`src/rtl/pktbuf_pkg.sv`:
```
package pktbuf_pkg;

    typedef enum logic [2:0] {
        ST_IDLE,
        ST_RD_FETCH,
        ST_RD_SHOW,
        ST_WR_RUN,
        ST_WR_FULL
    } pb_state_t;

    typedef enum logic [2:0] {
        OP_NONE,
        OP_CLEAR,
        OP_READ,
        OP_WRITE,
        OP_BAD
    } pb_op_t;

endpackage

```
`src/rtl/pktbuf_cmd_decode.sv`:
```
module pktbuf_cmd_decode
    import pktbuf_pkg::*;
#(
    parameter int ADDR_W = 9,
    parameter int CTRL_W = 32
) (
    input  logic [CTRL_W-1:0] ctrl,
    output logic [ADDR_W-1:0] first_line,
    output logic [ADDR_W-1:0] end_line,
    output logic [3:0]        stride,
    output pb_op_t            op
);
    localparam int STRIDE_LSB = 2 * ADDR_W;
    localparam int RD_BIT     = STRIDE_LSB + 4;
    localparam int WR_BIT     = RD_BIT + 1;
    localparam int CLR_BIT    = WR_BIT + 1;

    logic do_rd, do_wr, do_clr;

    assign first_line = ctrl[ADDR_W-1:0];
    assign end_line   = ctrl[2*ADDR_W-1:ADDR_W];
    assign stride     = ctrl[STRIDE_LSB+3:STRIDE_LSB];
    assign do_rd      = ctrl[RD_BIT];
    assign do_wr      = ctrl[WR_BIT];
    assign do_clr     = ctrl[CLR_BIT];

    // upper bits carry routing tags that this block does not use
    generate
        if (CTRL_W > CLR_BIT + 1) begin : g_spare
            logic unused_spare;
            assign unused_spare = ^ctrl[CTRL_W-1:CLR_BIT+1];
        end
    endgenerate

    // clear outranks everything; R11: both directions is illegal
    always_comb begin
        if (do_clr)               op = OP_CLEAR;
        else if (do_rd && do_wr)  op = OP_BAD;
        else if (do_rd)           op = OP_READ;
        else if (do_wr)           op = OP_WRITE;
        else                      op = OP_NONE;
    end

endmodule

```
`src/rtl/pktbuf_line_walker.sv`:
```
module pktbuf_line_walker #(
    parameter int ADDR_W = 9
) (
    input  logic              clk,
    input  logic              rst,
    input  logic              load,
    input  logic [ADDR_W-1:0] first_line,
    input  logic [ADDR_W-1:0] end_line,
    input  logic [3:0]        stride,
    input  logic              adv,
    output logic [ADDR_W-1:0] cur,
    output logic [ADDR_W-1:0] nxt,
    output logic              at_first,
    output logic              at_end
);
    logic [ADDR_W-1:0] end_q;
    logic [3:0]        stride_q;
    logic              fresh_q;

    always_ff @(posedge clk) begin
        if (rst) begin
            cur      <= '0;
            end_q    <= '0;
            stride_q <= 4'd1;
            fresh_q  <= 1'b0;
        end else if (load) begin
            cur      <= first_line;
            end_q    <= end_line;
            stride_q <= (stride == 4'd0) ? 4'd1 : stride;
            fresh_q  <= 1'b1;
        end else if (adv) begin
            cur      <= nxt;
            fresh_q  <= 1'b0;
        end
    end

    // natural wrap of the ADDR_W-bit sum walks through line 0
    assign nxt      = cur + ADDR_W'(stride_q);
    assign at_first = fresh_q;
    assign at_end   = (cur == end_q);

    // once the stream has moved, the start mark is gone
    p_first_clears_r3: assert property (@(posedge clk) disable iff (rst)
        (adv && !load) |=> !at_first);

endmodule

```
`src/rtl/pktbuf_port_ctrl.sv`:
```
module pktbuf_port_ctrl
    import pktbuf_pkg::*;
#(
    parameter int ADDR_W = 9,
    parameter int DATA_W = 32,
    parameter int CTRL_W = 32
) (
    input  logic              clk,
    input  logic              rst,
    input  logic              go,
    input  logic [CTRL_W-1:0] ctrl_word,
    output logic              ram_en,
    output logic              ram_we,
    output logic [ADDR_W-1:0] ram_addr,
    output logic [DATA_W-1:0] ram_wdata,
    input  logic [DATA_W-1:0] ram_rdata,
    input  logic [DATA_W-1:0] wr_data,
    input  logic              wr_write,
    input  logic              wr_done,
    input  logic              wr_error,
    output logic              wr_ready,
    output logic              wr_full,
    output logic [DATA_W-1:0] rd_data,
    input  logic              rd_read,
    input  logic              rd_done,
    input  logic              rd_error,
    output logic              rd_sop,
    output logic              rd_eop,
    output logic              stat_done,
    output logic              stat_error,
    output logic              stat_idle
);
    pb_state_t         state_q, state_d;
    pb_op_t            cmd_op;
    logic [ADDR_W-1:0] cmd_first, cmd_end, cur, nxt;
    logic [3:0]        cmd_stride;
    logic              at_first, at_end;
    logic              walk_load, rd_adv, wr_store, walk_adv;
    logic              done_q, err_q;

    pktbuf_cmd_decode #(.ADDR_W(ADDR_W), .CTRL_W(CTRL_W)) u_decode (
        .ctrl       (ctrl_word),
        .first_line (cmd_first),
        .end_line   (cmd_end),
        .stride     (cmd_stride),
        .op         (cmd_op)
    );

    assign walk_load = go && (cmd_op == OP_READ || cmd_op == OP_WRITE);
    assign rd_adv    = !go && (state_q == ST_RD_SHOW) && rd_read && !at_end
                       && !rd_done && !rd_error;
    assign wr_store  = !go && (state_q == ST_WR_RUN) && wr_write && !wr_error;
    assign walk_adv  = rd_adv || (wr_store && !at_end);

    pktbuf_line_walker #(.ADDR_W(ADDR_W)) u_walk (
        .clk        (clk),
        .rst        (rst),
        .load       (walk_load),
        .first_line (cmd_first),
        .end_line   (cmd_end),
        .stride     (cmd_stride),
        .adv        (walk_adv),
        .cur        (cur),
        .nxt        (nxt),
        .at_first   (at_first),
        .at_end     (at_end)
    );

    // State register
    always_ff @(posedge clk) begin
        if (rst) state_q <= ST_IDLE;
        else     state_q <= state_d;
    end

    // Next state (R1: a command acts only with go)
    always_comb begin
        state_d = state_q;
        if (go) begin
            unique case (cmd_op)
                OP_READ:  state_d = ST_RD_FETCH;
                OP_WRITE: state_d = ST_WR_RUN;
                default:  state_d = ST_IDLE;
            endcase
        end else begin
            unique case (state_q)
                ST_IDLE:     state_d = ST_IDLE;
                ST_RD_FETCH: state_d = ST_RD_SHOW;
                ST_RD_SHOW: begin
                    if (rd_error || rd_done)     state_d = ST_IDLE;
                    else if (rd_read && at_end)  state_d = ST_IDLE;
                end
                ST_WR_RUN: begin
                    if (wr_error)                state_d = ST_IDLE;
                    else if (wr_write && at_end) state_d = ST_WR_FULL;
                    else if (wr_done)            state_d = ST_IDLE;
                end
                ST_WR_FULL:  state_d = ST_WR_FULL;
                default:     state_d = ST_IDLE;
            endcase
        end
    end

    // Sticky status flags
    always_ff @(posedge clk) begin
        if (rst) begin
            done_q <= 1'b0;
            err_q  <= 1'b0;
        end else if (go) begin
            done_q <= 1'b0;
            err_q  <= (cmd_op == OP_BAD);
        end else if (state_q == ST_RD_SHOW) begin
            if (rd_error)                          err_q  <= 1'b1;
            else if (rd_done || (rd_read && at_end)) done_q <= 1'b1;
        end else if (state_q == ST_WR_RUN) begin
            if (wr_error)                            err_q  <= 1'b1;
            else if (wr_done || (wr_write && at_end)) done_q <= 1'b1;
        end
    end

    // Outputs
    always_comb begin
        ram_en     = (state_q == ST_RD_FETCH && !go) || rd_adv || wr_store;
        ram_we     = wr_store;
        ram_addr   = rd_adv ? nxt : cur;
        ram_wdata  = wr_data;
        rd_data    = ram_rdata;
        rd_sop     = (state_q == ST_RD_SHOW) && at_first;
        rd_eop     = (state_q == ST_RD_SHOW) && at_end;
        wr_ready   = (state_q == ST_WR_RUN);
        wr_full    = (state_q == ST_WR_FULL);
        stat_done  = done_q;
        stat_error = err_q;
        stat_idle  = !(state_q == ST_RD_FETCH || state_q == ST_RD_SHOW
                       || state_q == ST_WR_RUN);
    end

    p_we_in_wr_r6: assert property (@(posedge clk) disable iff (rst)
        ram_we |-> (wr_ready && ram_en));

    p_full_holds_r7: assert property (@(posedge clk) disable iff (rst)
        (wr_full && !go) |=> (wr_full && !ram_en));

    p_hold_show_r2: assert property (@(posedge clk) disable iff (rst)
        (state_q == ST_RD_SHOW && !go && !rd_read && !rd_done && !rd_error)
        |=> ($stable(rd_data) && rd_sop == $past(rd_sop) && !stat_idle));

    p_bad_cmd_r11: assert property (@(posedge clk) disable iff (rst)
        (go && cmd_op == OP_BAD) |=> (stat_error && stat_idle && !ram_en));

    p_clear_r10: assert property (@(posedge clk) disable iff (rst)
        (go && cmd_op == OP_CLEAR) |=> (stat_idle && !stat_done && !stat_error));

    p_status_excl_r13: assert property (@(posedge clk) disable iff (rst)
        !(stat_done && stat_error));

    p_abort_r9: assert property (@(posedge clk) disable iff (rst)
        (!go && state_q == ST_RD_SHOW && rd_error) |=> (stat_error && stat_idle));

endmodule

```
`config.mk`:
```
export PLATFORM = sky130hd
export DESIGN_NAME = pktbuf_port_ctrl
export DESIGN_NICKNAME = d
export VERILOG_FILES = /design/src/rtl/pktbuf_pkg.sv /design/src/rtl/pktbuf_cmd_decode.sv /design/src/rtl/pktbuf_line_walker.sv /design/src/rtl/pktbuf_port_ctrl.sv
export SDC_FILE = /design/constraint.sdc
export NUM_CORES = 1
export LEC_CHECK = 0
export ABC_AREA = 1
export BUFFER_PORTS_ARGS = -buffer_cell sky130_fd_sc_hd__buf_2
export CAP_MARGIN = 20
export CORE_MARGIN = 1.5
export CORE_UTILIZATION = 43
export CTS_CLUSTER_DIAMETER = 30
export DETAILED_ROUTE_END_ITERATION = 6
export GPL_TIMING_DRIVEN = 0
export PLACE_DENSITY_LB_ADDON = 0.3
export SLEW_MARGIN = 20
export SYNTH_ARGS = -nofsm -noshare
export SYNTH_HDL_FRONTEND = slang
export SYNTH_SLANG_ARGS = --single-unit
export TNS_END_PERCENT = 30
```
`constraint.sdc`:
```
create_clock -name clk -period 2.75 [get_ports clk]
set_input_delay 0.275 -clock clk [delete_from_list [all_inputs] [get_ports clk]]
set_output_delay 0.275 -clock clk [all_outputs]
set_load 0.005 [all_outputs]
```
==> results of run 1 <==
registers in the layout, summed over array words and instances (netlist names):
name             count
u_walk.at_first      1
u_walk.stride_q      4
state_q              3
u_walk.cur           9
u_walk.end_q         9
stat_done            1
stat_error           1
path summary, 6_finish.rpt:
| check | to | from | slack, ns |
|---|---|---|---|
| worst max-delay path | ram_addr[5] | u_walk.cur[2] | 0.29 |
| worst min-delay path | stat_error | go | 0.22 |
| worst max register to register | u_walk.cur[8] | u_walk.cur[0] | 0.87 |
| worst min register to register | stat_done | stat_done | 0.45 |
area by class of cell:
type                    count  area, sq um
plain buffers              72          523
clock buffers               4         55.1
fillers                   517         2100
inverters                  33          124
multi-input cells         201         1080
flip-flops and latches     28          561
well taps                  70         87.6
repair buffers            115          576
through the flow:
step                setup WS [ns]  area (sq um)  util (%)  hold WS (ns)  std cells
finish                      0.288          3000      58.8         0.221        523
global route                0.120          3000      58.8         0.222        523
CTS                         0.252          3000      58.8         0.223        523
detailed placement          0.570          2950      57.7         0.436        519
global placement            0.608          2950      57.7         0.434        519
floorplan                   0.935          2280         -         0.337        334
worst max-delay path, stage by stage, from the launching register on:
cell	delay, ns
dfxtp_1	0.36
ha_1	0.34
o21ai_0	0.27
nor2_1	0.06
o21ai_0	0.34
xor2_1	0.21
nand2_1	0.06
o21ai_0	0.10
buf_2	0.16
Yosys cell counts (all sizes together):
library cell,number
fa,1
clkbuf,2
dfxtp,28
nand4,5
o21ai,34
nand2,64
o21bai,2
ha,6
buf,70
xor2,3
o211ai,1
nor3,1
nand3b,1
a211oi,1
a221oi,1
or2,1
xnor2,7
nand3,14
inv,33
nor2,47
a21oi,11
a31oi,1
layer usage:
layer	wire, microns	vias up	track usage [%]
met3	444	5	3.17
met1	2300	1015	22.8
met5	0	-	0
met4	34	0	3.57
met2	3170	107	38.3
li1	-	1228	-
cells by family after synthesis:
| group | Yosys count |
|---|---|
| and+or+nand+nor | 133 |
| buffers and inverters | 105 |
| AOI/OAI and AO/OA | 51 |
| DFF | 28 |
| xor gates and xnor gates | 10 |
| adders and majority gates | 7 |
power groups by stage:
stage | logic [uW] | registers, uW | clock network [uW]
floorplan | 212 | 447 | 0
global placement | 317 | 450 | 0
detailed placement | 322 | 451 | 0
CTS | 323 | 441 | 273
global route | 361 | 444 | 290
finish | 321 | 441 | 263
==> metrics, run 1 <==
status=completed; Cell variety after synth=34; CTS tree=done; Reg clk slew, reported paths=0.10 ns; Psw=302 uW; post-CTS setup buffers=0; Sw Ratio=29.5%; post-route ant nets=0; Reg2Reg Depth=11; post-synthesis sequential element count=28; Yosys warning count=0; TritonCTS Buffers=3; CORE AREA=5110 sq um; Power per Cell Area=341 nW/um^2; clk buf depth=2; most frequent cells in the layout=buf_2, buf_4, nand2_1; share of layout cells above drive strength 1=46.1%; largest area contributor in the netlist=dfxtp_1; Clk Latency, worst-skew pair=0.28 ns; wire per inst=11.4 microns; DRT iter0 DRCs=58; Avg Synthesized Cell Area=6.84 sq um; Syn Std Cell Area=2280 sq um; drt first pass iters=4; Sink Count=28; post-DP HPWL=4820 microns; ranking of synthesized cells by area=dfxtp_1, buf_4, nand2_1; Internal=723 uW; Max Fanout on Critical Path=5; initial antenna violation count=0; wirelength, routed=5950 microns; max-cap violations=0; Worst Path Arrival=2.19 ns; starting density of the core=44.7%; Via density=4.50; fin nets=566; Final Hold Violating Endpoints=0; clock share of power=25.6%; RSZ-0062 raised after global routing=no; hold_buf cts=0; clk_skew=0.00211 ns; CTS Root Cell=clkbuf_8; diode count=0; nature of the critical path endpoint=primary output; syn_nets=446; sequential fraction of the synthesis area=24.5%; Placer Congestion=0.874; Vias=2,355; VDD IR max=266 uV; Final Max Slew Viols=0; slew margin rel.=64.1%; fin crit period=2.46 ns; Die Wd=75.9 microns; simple-gate share of the synthesized area=26.7%; Cells after Synth=334; CTS-repair resized insts=0; XOR/XNOR Fraction of Synth Area=3.83%; GRT Total Usage=19.8%; commonest non-fill, non-tap cell in the layout=buf_2; post-synthesis mux area share=0%; die span in y=75.9 microns; setup tns final=0 ns; Synth Area in Adders=4.16%; Gate power share=31.3%; first-pass GRT wire length=8580 microns; CP required=2.48 ns; largest net degree at the start of global routing=16; crit path launch type=flop; vias in the first global route=1,969; kind of critical path=reg2out; drc violations=0; share of the synthesized area in the top cell type=24.5%; Fmax=406 MHz; largest family of logic cells by synthesized area=buffers and inverters; Final Setup Violations=0; Leak=0.00164 uW; worst slew pin tran=0.538 ns; Synth-to-Final Area Change=31.4%; Pwr Total=1030 uW; hold depth=2; I/O pin count=187; H-tree Lvls=1; die area=5760 sq um; Synth Area in Compound Gates=12.5%; total grt overflow=0; Seq pwr share=43.0%; Hold Crit Class=in2reg; IO Port Bufs=115; fin crit share=89.5%; row cnt=26
Power figures use the tool's default switching activity.
==> run 2, diff against run 1 <==
Settings changed: CORE_MARGIN 1.5 to 2.
==> metrics, run 2 (same netlist as run 1, synthesis figures left out) <==
status=completed; Hold Crit Class=in2reg; Sink Count=28 (unchanged); Power per Cell Area=362 nW/um^2 (+6.2%); Via density=4.56 (+1.2%); biggest regs=u_walk.cur x9, u_walk.end_q x9, u_walk.stride_q x4; setup tns final=0 ns (unchanged); TritonCTS Buffers=3 (unchanged); drt first pass iters=4 (unchanged); CP required=2.48 ns (about the same); post-CTS setup buffers=0 (unchanged); Final Setup Violations=0 (unchanged); fin crit share=91.7% (+2.1 points); IO Port Bufs=115 (unchanged); CTS-repair resized insts=0 (unchanged); Leak=0.00165 uW (+0.42%); crit path launch type=flop; Reg clk slew, reported paths=0.10 ns (about the same); most frequent cells in the layout=buf_2, buf_4, nand2_1; starting density of the core=44.7% (unchanged); Placer Congestion=0.864 (-1.1%); Final Hold Violating Endpoints=0 (unchanged); vias in the first global route=2,168 (+10%); CTS tree=done; CTS Root Cell=clkbuf_8; Worst Path Arrival=2.25 ns (+0.06 ns); diode count=0 (unchanged); H-tree Lvls=1 (unchanged); Fin Hold WS=0.222 ns (+0.000827 ns); DRT iter0 DRCs=52 (-10%); RSZ-0062 raised after global routing=no; kind of critical path=reg2out; GRT Total Usage=19.2% (-0.59 points); Vias=2,383 (+1.2%); first-pass GRT wire length=9490 microns (+11%); Synth-to-Final Area Change=32.1%; Fmax=397 MHz (-2.3%); post-DP HPWL=4870 microns (+1.1%); wire per inst=11.4 microns (+0.29%); largest net degree at the start of global routing=17 (+1); total grt overflow=0 (unchanged); drc violations=0 (unchanged); CP max-delay cell=o21ai_0; CORE AREA=5110 sq um (unchanged); post-route ant nets=0 (unchanged); commonest non-fill, non-tap cell in the layout=buf_2; Final Max Slew Viols=0 (unchanged); Clk Latency, worst-skew pair=0.28 ns (about the same); Die Wd=76.9 microns (+1.3%); critical path cell sequence=ha_1 -> o21ai_0 -> nor2_1 -> o21ai_0 -> xor2_1 -> nand2_1 -> o21ai_0 -> buf_2; WP buf/inv=1 (unchanged); crit-path leading delay family=compound AO/OA/AOI/OAI gates; clk_skew=0.00550 ns (+0.00338 ns); share of layout cells above drive strength 1=46.1% (unchanged); max-cap violations=0 (unchanged); crit-path most repeated cell=o21ai_0; worst slew pin tran=0.563 ns (+0.0243 ns); fin crit period=2.52 ns (+0.0587 ns); I/O pin count=187 (unchanged); die area=5910 sq um (+2.7%); die span in y=76.9 microns (+1.3%); row cnt=26 (unchanged); slew margin rel.=62.5% (-1.6 points); VDD IR max=346 uV (+30%); nature of the critical path endpoint=primary output; fin nets=566 (unchanged); clk buf depth=2 (unchanged); Max Fanout on Critical Path=5 (unchanged); wirelength, routed=5970 microns (+0.29%); hold_buf cts=0 (unchanged); initial antenna violation count=0 (unchanged); CP max stage delay=0.39 ns (+0.03 ns)
run 2: cell types whose count changed in the layout (fill, tap and decap cells not counted):
cell,delta
bufinv_16,+1
clkbuf_8,-1
run 2: final timing paths:
path / cells past startpoint / from / to / slack, ns
setup / recovery: 8 / u_walk.cur[2] / ram_addr[5] / 0.23
hold / removal: 2 / go / stat_error / 0.22
setup reg to reg: 9 / u_walk.cur[2] / u_walk.cur[7] / 0.88
hold reg to reg: 2 / stat_done / stat_done / 0.45
run 2: cell type report:
cell class | instances | area [sq um]
Fill cell | 500 | 2090
Sequential cell | 28 | 561
Inverter | 33 | 124
Tap cell | 70 | 87.6
Clock buffer | 3 | 41.3
Clock inverter | 1 | 30.0
Buffer | 72 | 523
Multi-Input combinational cell | 201 | 1080
Timing Repair Buffer | 115 | 576
run 2: power by group:
| group | switching (uW) | internal, uW |
|---|---|---|
| Clock | 136 | 195 |
| Combinational | 152 | 170 |
| Sequential | 16.0 | 425 |
run 2: per-stage QoR:
step                instance area (sq um)  utilization, %  setup slack (ns)  instances  total power (uW)
global placement                     2950            57.7             0.596        519               766
CTS                                  3020            59.1             0.226        523              1110
detailed placement                   2950            57.7             0.551        519               773
floorplan                            2280               -             0.935        334               659
finish                               3020            59.1             0.229        523              1090
global route                         3020            59.1            0.0665        523              1150
run 2: per-layer routing:
metal | global-route usage, % | share of wire [%]
met3 | 4.00 | 8.1
met1 | 21.2 | 40
met4 | 2.36 | 0.34
met2 | 38.1 | 52
met5 | 0 | 0
==> run 3, diff against run 2 <==
Settings changed: ABC_AREA 1 to default, PLACE_DENSITY from default to 0.95, PLACE_DENSITY_LB_ADDON 0.3 to default.
==> metrics, run 3 <==
DRT iter0 DRCs=138 (+170%); Layout Cells excl Fill=468 (-11%); met1 wire length=2440 microns (+2.9%); TritonCTS Buffers=3 (unchanged); commonest non-fill, non-tap cell in the layout=buf_2; starting density of the core=44.6% (-0.17 points); hold depth=3 (+1); Synth-to-Final Area Change=32.2% (about the same); largest family of logic cells by synthesized area=buffers and inverters; VDD IR max=303 uV (-12%); Via density=5.04 (+11%); Cell variety after synth=52 (+53%); WL met3=600 microns (+25%); Hold Crit Class=in2reg; Reg2Reg Depth=7 (-2); Top Layer Used=met4; Register Area=562 sq um (+0.22%); most frequent cells in the layout=buf_2, buf_4, nand2_1; drt first pass iters=4 (unchanged); Clk Latency, worst-skew pair=0.28 ns (about the same); CORE AREA=5110 sq um (unchanged); r2r setup slk=0.61 ns (-0.27 ns); GRT Total Usage=19.7% (+0.47 points); CTS tree=done; setup tns final=0 ns (unchanged); diode count=0 (unchanged); Psw=295 uW (-3.0%); kind of critical path=reg2out; Vias=2,359 (-1.0%); status=completed; fill count=500 (unchanged); asr flop ratio synth=0% (unchanged); Multi-input gate area=1150 sq um (+6.4%); Yosys warning count=0 (unchanged); worst setup path start=u_walk.cur[0]; largest area contributor in the netlist=dfxtp_1; fin nets=511 (-9.7%); FF-to-FF Start=u_walk.cur[0]; Internal=787 uW (-0.38%); Worst Path Arrival=2.32 ns (+0.07 ns); fin crit period=2.59 ns (+0.0716 ns); Final Max Slew Viols=0 (unchanged); Sink Count=28 (unchanged); Final Setup Violations=0 (unchanged); Gate power share=29.3% (about the same); post-route ant nets=0 (unchanged); post-CTS setup buffers=0 (unchanged); first-pass GRT wire length=9740 microns (+2.5%); post-DP HPWL=4970 microns (+1.9%); I/O pin count=187 (unchanged); Pwr Total=1080 uW (-1.1%); max-cap violations=0 (unchanged); nature of the critical path endpoint=primary output; largest net degree at the start of global routing=17 (unchanged); Worst Hold Launch=ctrl_word[13]; CTS Root Cell=clkbuf_8; most frequent cell after synthesis=buf_4; drc violations=0 (unchanged); clk buf depth=2 (unchanged); vias in the first global route=2,171 (+0.14%); XOR/XNOR Fraction of Synth Area=6.16% (+2.3 points); share of layout cells above drive strength 1=50.3% (+4.1 points); worst slew pin tran=0.756 ns (+0.193 ns); row cnt=26 (unchanged); Reg clk slew, reported paths=0.10 ns (about the same); Seq pwr share=40.2% (about the same); Synth Area in Adders=4.18% (+0.016 points); post-synthesis sequential element count=28 (unchanged); WL met2=2980 microns (-3.6%); Power per Cell Area=360 nW/um^2 (-0.79%); Final Hold Violating Endpoints=0 (unchanged); syn_nets=392 (-12%); Leak=0.00152 uW (-7.9%); wire per inst=13.0 microns (+14%); H-tree Lvls=1 (unchanged); Fmax=386 MHz (-2.8%); clk_skew=0.00312 ns (-0.00238 ns); slew margin rel.=48.9% (-14 points); ranking of synthesized cells by area=dfxtp_1, buf_4, nand2_1; Sw Ratio=27.3% (-0.54 points); total grt overflow=0 (unchanged); Die Wd=76.8 microns (-0.18%); fin crit share=94.3% (+2.6 points); sequential fraction of the synthesis area=24.6% (+0.094 points); post-synthesis mux area share=2.42% (+2.4 points); CP required=2.48 ns (about the same); biggest regs=u_walk.cur x9, u_walk.end_q x9, u_walk.stride_q x4; Syn Std Cell Area=2280 sq um (-0.38%); Avg Synthesized Cell Area=8.13 sq um (+19%); synth cell count leaders=buf_4, dfxtp_1, nand2_1, a21oi_1, nor2_1; FF-to-FF End=u_walk.cur[8]; Max Fanout on Critical Path=5 (unchanged); Post-Place Cells=464 (-11%); IO Port Bufs=114 (-0.87%); die area=5890 sq um (-0.36%); simple-gate share of the synthesized area=23.3% (-3.4 points); wirelength, routed=6060 microns (+1.6%); Post-synth EDFFs=0 (unchanged); clock share of power=30.4% (about the same); Synth Area in Compound Gates=14.3% (+1.8 points); most used flip-flop cell after synthesis=dfxtp_1; initial antenna violation count=0 (unchanged); hold path endpoint=u_walk.end_q[4]; crit path launch type=flop; Cells after Synth=280 (-16%); Placer Congestion=0.905 (+4.7%); share of the synthesized area in the top cell type=24.6% (+0.094 points); die span in y=76.8 microns (-0.18%); RSZ-0062 raised after global routing=no
[run 3: critical path, cell delays in order, from the launching register on]
cell	delay, ns
dfxtp_1	0.37
ha_1	0.24
fa_1	0.41
a21o_1	0.22
a21oi_1	0.38
nor4_1	0.10
xor2_1	0.16
buf_2	0.15
[run 3: repair_timing]
action	CTS	global route
gates resized for setup	0	2
endpoints found under the hold margin	0	0
hold buffers	0	0
endpoints found under the setup margin	0	1
[run 3: cells by family after synthesis]
kind of cell | count (synthesis)
buffers and inverters | 83
AND/OR/NAND/NOR | 94
XOR/XNOR | 16
flip-flops | 28
adder cells (fa/ha/maj) | 7
AO/OA/AOI/OAI | 47
multiplexers | 5
[run 3: worst max path at each step]
stage                         end  slack, ns  depth (start not counted)
6_report              ram_addr[6]       0.16                          7
5_1_grt               ram_addr[4]       0.04                          8
4_1_cts               ram_addr[4]       0.18                          7
3_5_place_dp      u_walk.end_q[6]       0.21                          8
3_3_place_gp   u_walk.stride_q[1]       0.25                          8
2_1_floorplan  u_walk.stride_q[0]       0.78                          7
[run 3: metal layers]
layer  vias to the layer above  global-route usage (%)
met3                         7                    4.00
met4                         0                    3.09
met2                       151                    36.3
met1                      1050                    23.7
met5                         -                       0
li1                       1151                       -
[run 3: layout make-up]
cell class | instances | area share, %
plain buffers | 80 | 18.6
clock buffers | 3 | 1.37
clock inverters | 1 | 0.998
inverters | 3 | 0.374
multi-input cells | 169 | 38.1
flip-flops and latches | 28 | 18.7
well taps | 70 | 2.91
repair buffers | 114 | 19.0
[run 3: stage by stage]
stage	cell area [sq um]	hold slack (ns)	setup slack [ns]	util, %
after global placement	2930	0.456	0.247	57.4
after CTS	3010	0.214	0.180	58.8
after global routing	3010	0.216	0.0354	58.9
after floorplan	2280	0.411	0.780	-
final	3010	0.219	0.157	58.9
after detailed placement	2930	0.465	0.212	57.4
[run 3: power groups by stage]
stage / combinational, uW / sequential (uW) / clock (uW)
after floorplan: 199 / 440 / 0
after global placement: 307 / 443 / 0
after detailed placement: 314 / 445 / 0
after CTS: 315 / 435 / 336
after global routing: 346 / 438 / 351
final: 317 / 435 / 329
